## src/rtl/prefill_pkg.sv

```systemverilog
package prefill_pkg;
  typedef enum logic [1:0] {
    CNT_HOLD = 2'd0,
    CNT_INC  = 2'd1,
    CNT_DEC  = 2'd2,
    CNT_CLR  = 2'd3
  } cnt_op_e;
endpackage

```

## src/rtl/prefill_occ_cnt.sv

```systemverilog
module prefill_occ_cnt
  import prefill_pkg::*;
#(
  parameter int unsigned CNT_W = 8
) (
  input  logic             clk_i,
  input  logic             rst_ni,
  input  cnt_op_e          op_i,
  output logic [CNT_W-1:0] cnt_o
);
  always_ff @(posedge clk_i or negedge rst_ni) begin
    if (!rst_ni) cnt_o <= '0;
    else begin
      unique case (op_i)
        CNT_INC:  cnt_o <= cnt_o + 1'b1;
        CNT_DEC:  cnt_o <= cnt_o - 1'b1;
        CNT_CLR:  cnt_o <= '0;
        default:  cnt_o <= cnt_o;
      endcase
    end
  end

  p_no_underflow_r11: assert property (@(posedge clk_i) disable iff (!rst_ni)
    (op_i == CNT_DEC) |-> (cnt_o != '0));
  p_clr_zero_r6: assert property (@(posedge clk_i) disable iff (!rst_ni)
    (op_i == CNT_CLR) |=> (cnt_o == '0));
endmodule

```

## src/rtl/prefill_rd_gate.sv

```systemverilog
module prefill_rd_gate #(
  parameter int unsigned CNT_W = 8
) (
  input  logic             clk_i,
  input  logic             rst_ni,
  input  logic             run_i,
  input  logic             empty_i,
  input  logic [CNT_W-1:0] cnt_i,
  input  logic [CNT_W-1:0] thresh_i,
  output logic             rd_o,
  output logic             primed_o
);
  logic at_level;

  // nonzero guard keeps thresh 0 from reading an empty tally
  assign at_level = (cnt_i >= thresh_i) && (cnt_i != '0);
  assign rd_o     = run_i && !empty_i && at_level;

  always_ff @(posedge clk_i or negedge rst_ni) begin
    if (!rst_ni)             primed_o <= 1'b0;
    else if (!run_i)         primed_o <= 1'b0;
    else if (at_level)       primed_o <= 1'b1;
  end

  p_primed_sticky_r10: assert property (@(posedge clk_i) disable iff (!rst_ni)
    (run_i && primed_o) |=> primed_o);
  p_rd_needs_run_r6: assert property (@(posedge clk_i) disable iff (!rst_ni)
    rd_o |-> run_i);
endmodule

```

## src/rtl/prefill_vld_pipe.sv

```systemverilog
module prefill_vld_pipe (
  input  logic clk_i,
  input  logic rst_ni,
  input  logic rd_i,
  output logic valid_o
);
  always_ff @(posedge clk_i or negedge rst_ni) begin
    if (!rst_ni) valid_o <= 1'b0;
    else         valid_o <= rd_i;
  end

  p_valid_after_rd_r9: assert property (@(posedge clk_i) disable iff (!rst_ni)
    rd_i |=> valid_o);
  p_no_spurious_valid_r9: assert property (@(posedge clk_i) disable iff (!rst_ni)
    !rd_i |=> !valid_o);
endmodule

```

## src/rtl/prefill_rd_ctrl.sv

```systemverilog
module prefill_rd_ctrl
  import prefill_pkg::*;
#(
  parameter int unsigned CNT_W = 8
) (
  input  logic             clk_i,
  input  logic             rst_ni,
  input  logic             run_i,
  input  logic             wr_i,
  input  logic             empty_i,
  input  logic [CNT_W-1:0] thresh_i,
  output logic             rd_o,
  output logic             primed_o,
  output logic             valid_o
);
  localparam logic [CNT_W-1:0] CNT_MAX = {CNT_W{1'b1}};

  logic [CNT_W-1:0] cnt;
  cnt_op_e          cnt_op;

  always_comb begin
    if (!run_i)                              cnt_op = CNT_CLR;
    else if (wr_i && !rd_o && cnt != CNT_MAX) cnt_op = CNT_INC;
    else if (rd_o && !wr_i)                  cnt_op = CNT_DEC;
    else                                     cnt_op = CNT_HOLD;
  end

  prefill_occ_cnt #(.CNT_W(CNT_W)) i_occ_cnt (
    .clk_i (clk_i),
    .rst_ni(rst_ni),
    .op_i  (cnt_op),
    .cnt_o (cnt)
  );

  prefill_rd_gate #(.CNT_W(CNT_W)) i_rd_gate (
    .clk_i   (clk_i),
    .rst_ni  (rst_ni),
    .run_i   (run_i),
    .empty_i (empty_i),
    .cnt_i   (cnt),
    .thresh_i(thresh_i),
    .rd_o    (rd_o),
    .primed_o(primed_o)
  );

  prefill_vld_pipe i_vld_pipe (
    .clk_i  (clk_i),
    .rst_ni (rst_ni),
    .rd_i   (rd_o),
    .valid_o(valid_o)
  );

  p_no_rd_empty_r7: assert property (@(posedge clk_i) disable iff (!rst_ni)
    rd_o |-> !empty_i);
  p_below_thresh_r2: assert property (@(posedge clk_i) disable iff (!rst_ni)
    (cnt < thresh_i) |-> !rd_o);
  p_hold_on_both_r5: assert property (@(posedge clk_i) disable iff (!rst_ni)
    (run_i && wr_i && rd_o) |=> (cnt == $past(cnt)));
  p_run_low_clear_r6: assert property (@(posedge clk_i) disable iff (!rst_ni)
    !run_i |=> (cnt == '0 && !primed_o));
  p_saturate_r12: assert property (@(posedge clk_i) disable iff (!rst_ni)
    (run_i && cnt == CNT_MAX && !rd_o) |=> (cnt == CNT_MAX));
endmodule

```

## config.mk

```make
export PLATFORM = sky130hd
export DESIGN_NAME = prefill_rd_ctrl
export DESIGN_NICKNAME = d
export VERILOG_FILES = /design/src/rtl/prefill_pkg.sv /design/src/rtl/prefill_occ_cnt.sv /design/src/rtl/prefill_rd_gate.sv /design/src/rtl/prefill_vld_pipe.sv /design/src/rtl/prefill_rd_ctrl.sv
export SDC_FILE = /design/constraint.sdc
export NUM_CORES = 1
export LEC_CHECK = 0
export ABC_AREA = 1
export BUFFER_PORTS_ARGS = -buffer_cell sky130_fd_sc_hd__buf_2
export CAP_MARGIN = 20
export CORE_AREA = 3 3 60 62
export DETAILED_ROUTE_END_ITERATION = 6
export DIE_AREA = 0 0 63 65
export REMOVE_ABC_BUFFERS = 1
export SLEW_MARGIN = 40
export SYNTH_ARGS = -nofsm -noshare
export SYNTH_HDL_FRONTEND = slang
export SYNTH_HIERARCHICAL = 1
export SYNTH_SLANG_ARGS = --single-unit
```

## constraint.sdc

```tcl
create_clock -name clk_i -period 4 [get_ports clk_i]
set_clock_uncertainty 0.05 [all_clocks]
set_input_delay 0 -clock clk_i [delete_from_list [all_inputs] [get_ports clk_i]]
set_output_delay 0 -clock clk_i [all_outputs]
set_load 0.05 [all_outputs]
```

==> impl_metrics.py, run 1 <==
metrics = {
    "pwr": {
        "cellPowerDensity_mw_per_mm2": 475,
        "irDropWorstVdd_mv": 0.156,
        "seq_power_share": 0.313,
        "swShare": 0.480,
        "p_leak_nw": 0.727,
        "net-switching-power_w": 0.000286,
        "combPwrFrac": 0.537,
        "power_report.internal_total_w": 0.000310,
        "clockPowerShare": 0.149,
    },
    "min_path": {
        "holdCritPathClass": "in -> async",
    },
    "cts": {
        "cts_tree": "built",
        "cts_buffers": 3,
        "cts.repair.resized": 0,
        "post-cts-setup-buffer-count": 0,
        "root_buffer": "sky130_fd_sc_hd__clkbuf_4",
        "clk_pin_slew_worst_paths_ns": 0.07,
        "latest_clock_arrival_within_the_worst_skew_pair_ns": 0.26,
        "numClockSinks": 10,
        "htreeDepth": 1,
        "ctsHoldBuffers": 3,
        "clock_path_buffers": 2,
    },
    "sta": {
        "timing.final.crit_share": 0.757,
        "rsz_0062_raised_after_global_routing": "false",
        "endpoints_failing_setup": 0,
        "setup_total_negative_slack_ns": 0,
        "slew_at_the_pin_closest_to_its_max_slew_limit_ns": 0.445,
        "fmax_ghz": 0.330,
        "slew_headroom": 0.702,
        "hold_viol": 0,
        "slew_violations": 0,
        "fin_crit_ns": 3.03,
    },
    "detailed_routing": {
        "route.top_layer_used": "met4",
        "route.detailed.vias_per_inst": 4.37,
        "met1_length_mm": 1.13,
        "drt_pass1_iterations": 4,
        "dr_wl_met2_mm": 1.02,
        "route.vias.total": 983,
        "drt-wirelength-per-cell_um": 10.1,
        "drt.antenna.violating_nets": 0,
        "drt_iter0_drc": 16,
        "wl_met3_um": 86,
        "drc": 0,
        "totalWireLength_mm": 2.26,
    },
    "place": {
        "gpl.final_weighted_congestion": 0.826,
        "numPlacedInstances": 218,
        "hpwl_mm": 1.92,
        "place.port_buffers": 15,
    },
    "job": {
        "max_cap_viol_count": 0,
    },
    "floorplanning": {
        "floorplan.die_area_mm2": 0.00410,
        "fp.dieH_um": 65,
        "design.portCount": 16,
        "start_util": 0.343,
        "die_w_um": 63,
        "std_cell_rows": 20,
        "core_area_mm2": 0.00308,
    },
    "global_route": {
        "globalRouteOverflowTotal": 0,
        "pin_count_of_the_biggest_net_entering_global_routing": 11,
        "grt_util_all_layers": 0.127,
        "antenna_found_initial": 0,
        "grt_pass1_wl_mm": 4.16,
        "first_global_vias": 965,
    },
    "synth": {
        "ys_warn_count": 6,
        "synthDominantCellAreaShare": 0.237,
        "post_synth.cell_area_avg_um2": 6.64,
        "ys.flop_type": "sky130_fd_sc_hd__dfrtp_1",
        "ys_top_cells_by_count": "47 x sky130_fd_sc_hd__nand2_1, 29 x sky130_fd_sc_hd__inv_1, 11 x sky130_fd_sc_hd__ha_1",
        "synthDistinctLibCells": 24,
        "cells_taking_the_most_area_after_synthesis": "sky130_fd_sc_hd__dfrtp_1 24%, sky130_fd_sc_hd__nand2_1 17%, sky130_fd_sc_hd__ha_1 13%",
        "post-synth-top-area-cell": "sky130_fd_sc_hd__dfrtp_1",
        "ys_ff_latch": 10,
        "synth-edff-count": 0,
        "synth_async_sr_flop_share": 1.00,
        "synth_sequential_area_ratio": 0.237,
        "cell_area_synth_mm2": 0.00106,
        "synthesis.instances": 159,
        "yosysMostFrequentCell": "sky130_fd_sc_hd__nand2_1",
    },
    "run_status": {
        "status": "completed",
    },
    "setup_path": {
        "rr_worst_depth": 18,
        "most_common_cell_on_crit_path": "sky130_fd_sc_hd__nand2_1",
        "cp_data_arrival_time_ns": 3.19,
        "crit_path_top_delay_cell": "sky130_fd_sc_hd__dfrtp_1",
        "timing.critical_path.slowest_cell_delay_ns": 0.44,
        "crit-reg2reg-launch": "i_occ_cnt/cnt_o[7]$_DFFE_PN0P_",
        "critPathCaptureType": "register",
        "cp_max_fo": 7,
        "startpoint_type": "register",
        "r2r_setup_slack_ns": 0.97,
        "crit_path_cell_trace": "ha_1 > nand2_2 > nor2_4 > nand4_1 > nand3_1 > nand2_2 > nor2_2 > nand2_1 > nand2_1 > inv_2 > nor2_2 > ha_1 > inv_1 > o21bai_1 > a31oi_1 > xor2_1 > nand2_1 > nand2_1",
        "crit_required_ns": 4.16,
        "path_class": "reg -> reg",
        "r2r-end": "i_occ_cnt/cnt_o[4]$_DFFE_PN0P_",
    },
    "layout": {
        "area_growth_syn_to_layout_pct": 18.6,
        "layout-drive-gt1-share": 0.221,
        "antenna_cells": 0,
        "fin_nets": 206,
        "instances_no_fill": 225,
    },
}
flip-flops by register name, summed over array words and instances (netlist names):
register / cells
i_rd_gate/primed_o: 1
i_occ_cnt/cnt_o: 8
i_vld_pipe/valid_o: 1
metrics by stage:
stage / utilization / instance area [um^2] / power (W) / setup WS, ns / hold WS, ns
finish: 0.407 / 1250 / 0.000595 / 0.970 / 0.0597
global route: 0.407 / 1250 / 0.000669 / 0.628 / 0.0684
CTS: 0.407 / 1250 / 0.000601 / 0.949 / 0.0699
detailed placement: 0.385 / 1190 / 0.000509 / 0.974 / -0.176
global placement: 0.385 / 1190 / 0.000506 / 0.991 / -0.177
floorplan: - / 1060 / 0.000433 / 0.942 / -0.346
power by group through the flow:
stage	sequential (W)	clock, W	combinational, W
after floorplan	0.000189	0	0.000244
after global placement	0.000189	0	0.000317
after detailed placement	0.000189	0	0.000320
after CTS	0.000187	0.0000912	0.000323
after global routing	0.000195	0.0000995	0.000374
final	0.000186	0.0000889	0.000320
per-layer routing:
metal | up-vias | global-route usage
li1 | 538 | -
met1 | 427 | 0.162
met2 | 16 | 0.209
met3 | 2 | 0.0156
met4 | 0 | 0.0661
met5 | - | 0
placed cells by master, fill, tap and decap left out, drive strengths merged:
cell / Yosys / layout
and2: 1 / 1
o21bai: 2 / 2
xor2: 4 / 4
nand3: 11 / 11
nand4: 4 / 4
buf: 0 / 15
inv: 32 / 32
dlygate4sd3: 0 / 3
o21ai: 5 / 5
nor2: 15 / 15
a31oi: 1 / 1
clkbuf: 0 / 4
a21o: 1 / 1
ha: 11 / 11
o22ai: 1 / 1
dfrtp: 10 / 10
nand2: 56 / 56
a21oi: 5 / 5
cells by family (layout without fill, tap and decap cells):
family	after synthesis	count (layout)	share of synthesized area
DFF	10	10	0.237
xor gates and xnor gates	4	4	0.0332
adders and majority gates	11	11	0.130
buffers and inverters	32	54	0.114
AOI/OAI and AO/OA	15	15	0.0948
and+or+nand+nor	87	87	0.391
critical path: cells and delay by family, from the launching register on:
kind | cells | cell delay (ns)
DFF | 1 | 0.44
AOI/OAI and AO/OA | 2 | 0.30
adders and majority gates | 2 | 0.65
and+or+nand+nor | 11 | 1.20
buffers and inverters | 2 | 0.16
xor gates and xnor gates | 1 | 0.19
how the worst max path moves through the flow:
stage / from / to / slack, ns / cells past startpoint
after floorplan: i_occ_cnt/cnt_o[7]$_DFFE_PN0P_ / i_occ_cnt/cnt_o[4]$_DFFE_PN0P_ / 0.94 / 18
after global placement: i_occ_cnt/cnt_o[7]$_DFFE_PN0P_ / i_occ_cnt/cnt_o[4]$_DFFE_PN0P_ / 0.99 / 18
after detailed placement: i_occ_cnt/cnt_o[7]$_DFFE_PN0P_ / i_occ_cnt/cnt_o[4]$_DFFE_PN0P_ / 0.97 / 18
after CTS: i_occ_cnt/cnt_o[7]$_DFFE_PN0P_ / i_occ_cnt/cnt_o[4]$_DFFE_PN0P_ / 0.95 / 18
after global routing: i_occ_cnt/cnt_o[0]$_DFFE_PN0P_ / i_occ_cnt/cnt_o[4]$_DFFE_PN0P_ / 0.63 / 22
final: i_occ_cnt/cnt_o[7]$_DFFE_PN0P_ / i_occ_cnt/cnt_o[4]$_DFFE_PN0P_ / 0.97 / 18
layout make-up:
class	instances	area (um^2)
clock buffers	4	36.3
fillers	342	1830
inverters	32	120
multi-input cells	117	686
flip-flops and latches	10	250
well taps	44	55.1
repair buffers	18	105
Note: power is estimated with default switching activity, not from simulation.
==> run 2, diff against run 1 <==
ABC_AREA = 0   (was 1)
CORE_AREA = 3 3 61 63   (was 3 3 60 62)
DIE_AREA = 0 0 64 66   (was 0 0 63 65)
clock period = 2.6 ns   (was 4 ns; I/O delays follow)
==> impl_metrics.py, run 2 <==
metrics = {
    "run_status": {
        "status": "finished, violations left",
        "failed_checks": "setup timing",
    },
    "synth": {
        "synthDominantCellAreaShare": 0.229,
        "cells_taking_the_most_area_after_synthesis": "sky130_fd_sc_hd__dfrtp_1 23%, sky130_fd_sc_hd__ha_1 13%, sky130_fd_sc_hd__nor2_1 5.8%",
        "ys_top_cells_by_count": "17 x sky130_fd_sc_hd__nor2_1, 15 x sky130_fd_sc_hd__nand2_1, 11 x sky130_fd_sc_hd__ha_1, 11 x sky130_fd_sc_hd__inv_1, 10 x sky130_fd_sc_hd__dfrtp_1",
        "synthAdderAreaFrac": 0.136,
        "synth-edff-count": 0,
        "synthMuxAreaShare": 0.0275,
        "compound_cell_area_share_of_the_yosys_netlist": 0.242,
        "cell_area_synth_mm2": 0.00109,
        "synth_top_family_by_area": "simple AND/OR/NAND/NOR gates",
        "ys.flop_type": "sky130_fd_sc_hd__dfrtp_1",
        "yosysMostFrequentCell": "sky130_fd_sc_hd__nor2_1",
        "synth_async_sr_flop_share": 1.00,
        "synthDistinctLibCells": 43,
        "synth_xor_area_frac": 0.0161,
        "synth_simple_gate_area_frac": 0.268,
        "ys_ff_latch": 10,
        "post-synth-top-area-cell": "sky130_fd_sc_hd__dfrtp_1",
        "post_synth.cell_area_avg_um2": 7.74,
        "ys_warn_count": 6,
        "synth_sequential_area_ratio": 0.229,
        "synthesis.instances": 141,
    },
    "global_route": {
        "globalRouteOverflowTotal": 0,
        "grt_util_all_layers": 0.153,
        "pin_count_of_the_biggest_net_entering_global_routing": 14,
        "antenna_found_initial": 0,
        "first_global_vias": 1191,
        "grt_pass1_wl_mm": 5.16,
    },
    "layout": {
        "largest_reg_flops": 8,
        "fillers": 291,
        "most-common-layout-cells": "30 x sky130_fd_sc_hd__buf_4, 15 x sky130_fd_sc_hd__buf_2, 14 x sky130_fd_sc_hd__nor2_1",
        "biggestRegsByFlops": "i_occ_cnt/cnt_o: 8 flops, i_rd_gate/primed_o: 1 flops, i_vld_pipe/valid_o: 1 flops",
        "multi_input_comb_area_um2": 968,
        "fin_nets": 215,
        "finish.utilization": 0.528,
        "antenna_cells": 0,
        "area_growth_syn_to_layout_pct": 58.9,
        "layout-drive-gt1-share": 0.455,
        "layout.cells.most_common": "sky130_fd_sc_hd__buf_4",
        "top_register": "i_occ_cnt/cnt_o",
        "final-seq-area_um2": 250,
    },
    "floorplanning": {
        "std_cell_rows": 21,
        "floorplan.die_area_mm2": 0.00422,
        "die_w_um": 64,
        "fp.dieH_um": 66,
        "design.portCount": 16,
        "start_util": 0.332,
        "core_area_mm2": 0.00328,
    },
    "sta": {
        "timing.final.crit_share": 1.25,
        "slew_at_the_pin_closest_to_its_max_slew_limit_ns": 0.471,
        "fmax_ghz": 0.308,
        "slew_headroom": 0.686,
        "hold_viol": 0,
        "slew_violations": 0,
        "rsz_0062_raised_after_global_routing": "true",
        "layout_setup_ws_ns": -0.647,
        "endpoints_failing_setup": 6,
        "fin_crit_ns": 3.25,
        "setup_total_negative_slack_ns": -2.86,
    },
    "cts": {
        "numClockSinks": 10,
        "htreeDepth": 1,
        "clk_pin_slew_worst_paths_ns": 0.06,
        "cts_buffers": 3,
        "latest_clock_arrival_within_the_worst_skew_pair_ns": 0.26,
        "clock_path_buffers": 2,
        "cts_tree": "built",
        "root_buffer": "sky130_fd_sc_hd__clkbuf_4",
    },
    "job": {
        "max_cap_viol_count": 0,
    },
    "detailed_routing": {
        "route.vias.total": 1218,
        "totalWireLength_mm": 3.23,
        "drt_iter0_drc": 32,
        "drt_pass1_iterations": 4,
        "drt-wirelength-per-cell_um": 13.7,
        "drt.antenna.violating_nets": 0,
        "drc": 0,
        "route.detailed.vias_per_inst": 5.18,
    },
    "place": {
        "preCtsSetupSlack_ns": -0.684,
        "gpl.final_weighted_congestion": 0.839,
        "place.port_buffers": 15,
        "hpwl_mm": 2.18,
    },
    "setup_path": {
        "cp_max_fo": 3,
        "crit_required_ns": 2.74,
        "rr_worst_depth": 16,
        "cp_data_arrival_time_ns": 3.39,
        "startpoint_type": "register",
        "critPathCaptureType": "register",
        "path_class": "reg -> reg",
    },
    "pwr": {
        "irDropWorstVdd_mv": 0.221,
        "cellPowerDensity_mw_per_mm2": 837,
        "p_leak_nw": 0.799,
    },
    "min_path": {
        "holdCritPathClass": "in -> async",
    },
}
## run 2: cell count changes in the layout (fill, tap and decap cells not counted), sizes merged, moves of 3 or more
| cell | previous run | this run |
|---|---|---|
| nand2 | 56 | 15 |
| o21ai | 5 | 11 |
| nand3 | 11 | 3 |
| buf | 15 | 51 |
| mux2i | 0 | 3 |
| inv | 32 | 12 |
| xor2 | 4 | 0 |
| a211oi | 0 | 3 |
| nor2b | 0 | 7 |
| o211ai | 0 | 4 |
## run 2: kinds of logic (layout without fill, tap and decap cells)
| logic type | after synthesis | count (layout) |
|---|---|---|
| adders and majority gates | 12 | 12 |
| buffers and inverters | 20 | 68 |
| AOI/OAI and AO/OA | 37 | 37 |
| xor gates and xnor gates | 2 | 2 |
| DFF | 10 | 10 |
| and+or+nand+nor | 57 | 57 |
| muxes | 3 | 3 |
## run 2: repair_timing
action,4_1_cts,5_1_grt
hold endpoints to repair,11,0
setup endpoints to repair,7,7
gates resized for setup,29,15
hold buffers,2,0
pin swaps,15,13
setup buffers,5,6
## run 2: final cells by class
cell class,count,area share
multi-input cells,111,0.558
repair buffers,53,0.224
flip-flops and latches,10,0.144
well taps,46,0.0332
inverters,12,0.0274
clock buffers,3,0.0130
## run 2: final timing paths
kind	slack, ns	endpoint	from
worst max-delay path	-0.65	i_occ_cnt/cnt_o[6]$_DFFE_PN0P_	i_occ_cnt/cnt_o[2]$_DFFE_PN0P_
worst min-delay path	0.07	i_rd_gate/primed_o$_DFFE_PN0P_	rst_ni
worst max register to register	-0.65	i_occ_cnt/cnt_o[6]$_DFFE_PN0P_	i_occ_cnt/cnt_o[2]$_DFFE_PN0P_
worst min register to register	0.53	i_rd_gate/primed_o$_DFFE_PN0P_	i_rd_gate/primed_o$_DFFE_PN0P_
max in group asynchronous	2.23	i_occ_cnt/cnt_o[7]$_DFFE_PN0P_	rst_ni
min in group clk_i	0.23	i_vld_pipe/valid_o$_DFF_PN0_	empty_i
## run 2: layer usage
metal	part of all wire	GRT usage	vias to the layer above
met5	0	0	-
met4	0.015	0.0701	0
met3	0.029	0.0153	5
met2	0.52	0.286	22
met1	0.43	0.173	584
li1	-	-	607
## run 2: critical path: stages, from the launching register on
cell                       delay [ns]
sky130_fd_sc_hd__dfrtp_1         0.41
sky130_fd_sc_hd__ha_4            0.29
sky130_fd_sc_hd__nand2_2         0.05
sky130_fd_sc_hd__o21ai_2         0.15
sky130_fd_sc_hd__a211oi_2        0.09
sky130_fd_sc_hd__nor4bb_2        0.32
sky130_fd_sc_hd__inv_1           0.11
sky130_fd_sc_hd__o211ai_1        0.11
sky130_fd_sc_hd__nand2_1         0.11
sky130_fd_sc_hd__nand2b_4        0.20
sky130_fd_sc_hd__xnor2_4         0.16
sky130_fd_sc_hd__ha_4            0.19
sky130_fd_sc_hd__a31oi_4         0.09
sky130_fd_sc_hd__o21ai_1         0.16
sky130_fd_sc_hd__a31oi_1         0.12
sky130_fd_sc_hd__or4b_1          0.48
sky130_fd_sc_hd__nand3_1         0.09
## run 2: report_power, final
group	switching [W]	internal [W]
Clock	0.0000491	0.0000533
Combinational	0.000549	0.000544
Sequential	0.0000433	0.000212
Total	0.000641	0.000810
## run 2: through the flow
stage,std cells,cell area (um^2),hold WS [ns],power [W]
finish,235,1730,0.0717,0.00145
global route,235,1730,0.0968,0.00157
CTS,229,1580,0.0797,0.00130
detailed placement,219,1370,-0.178,0.00102
global placement,219,1370,-0.180,0.00100
floorplan,133,1050,-0.346,0.000727
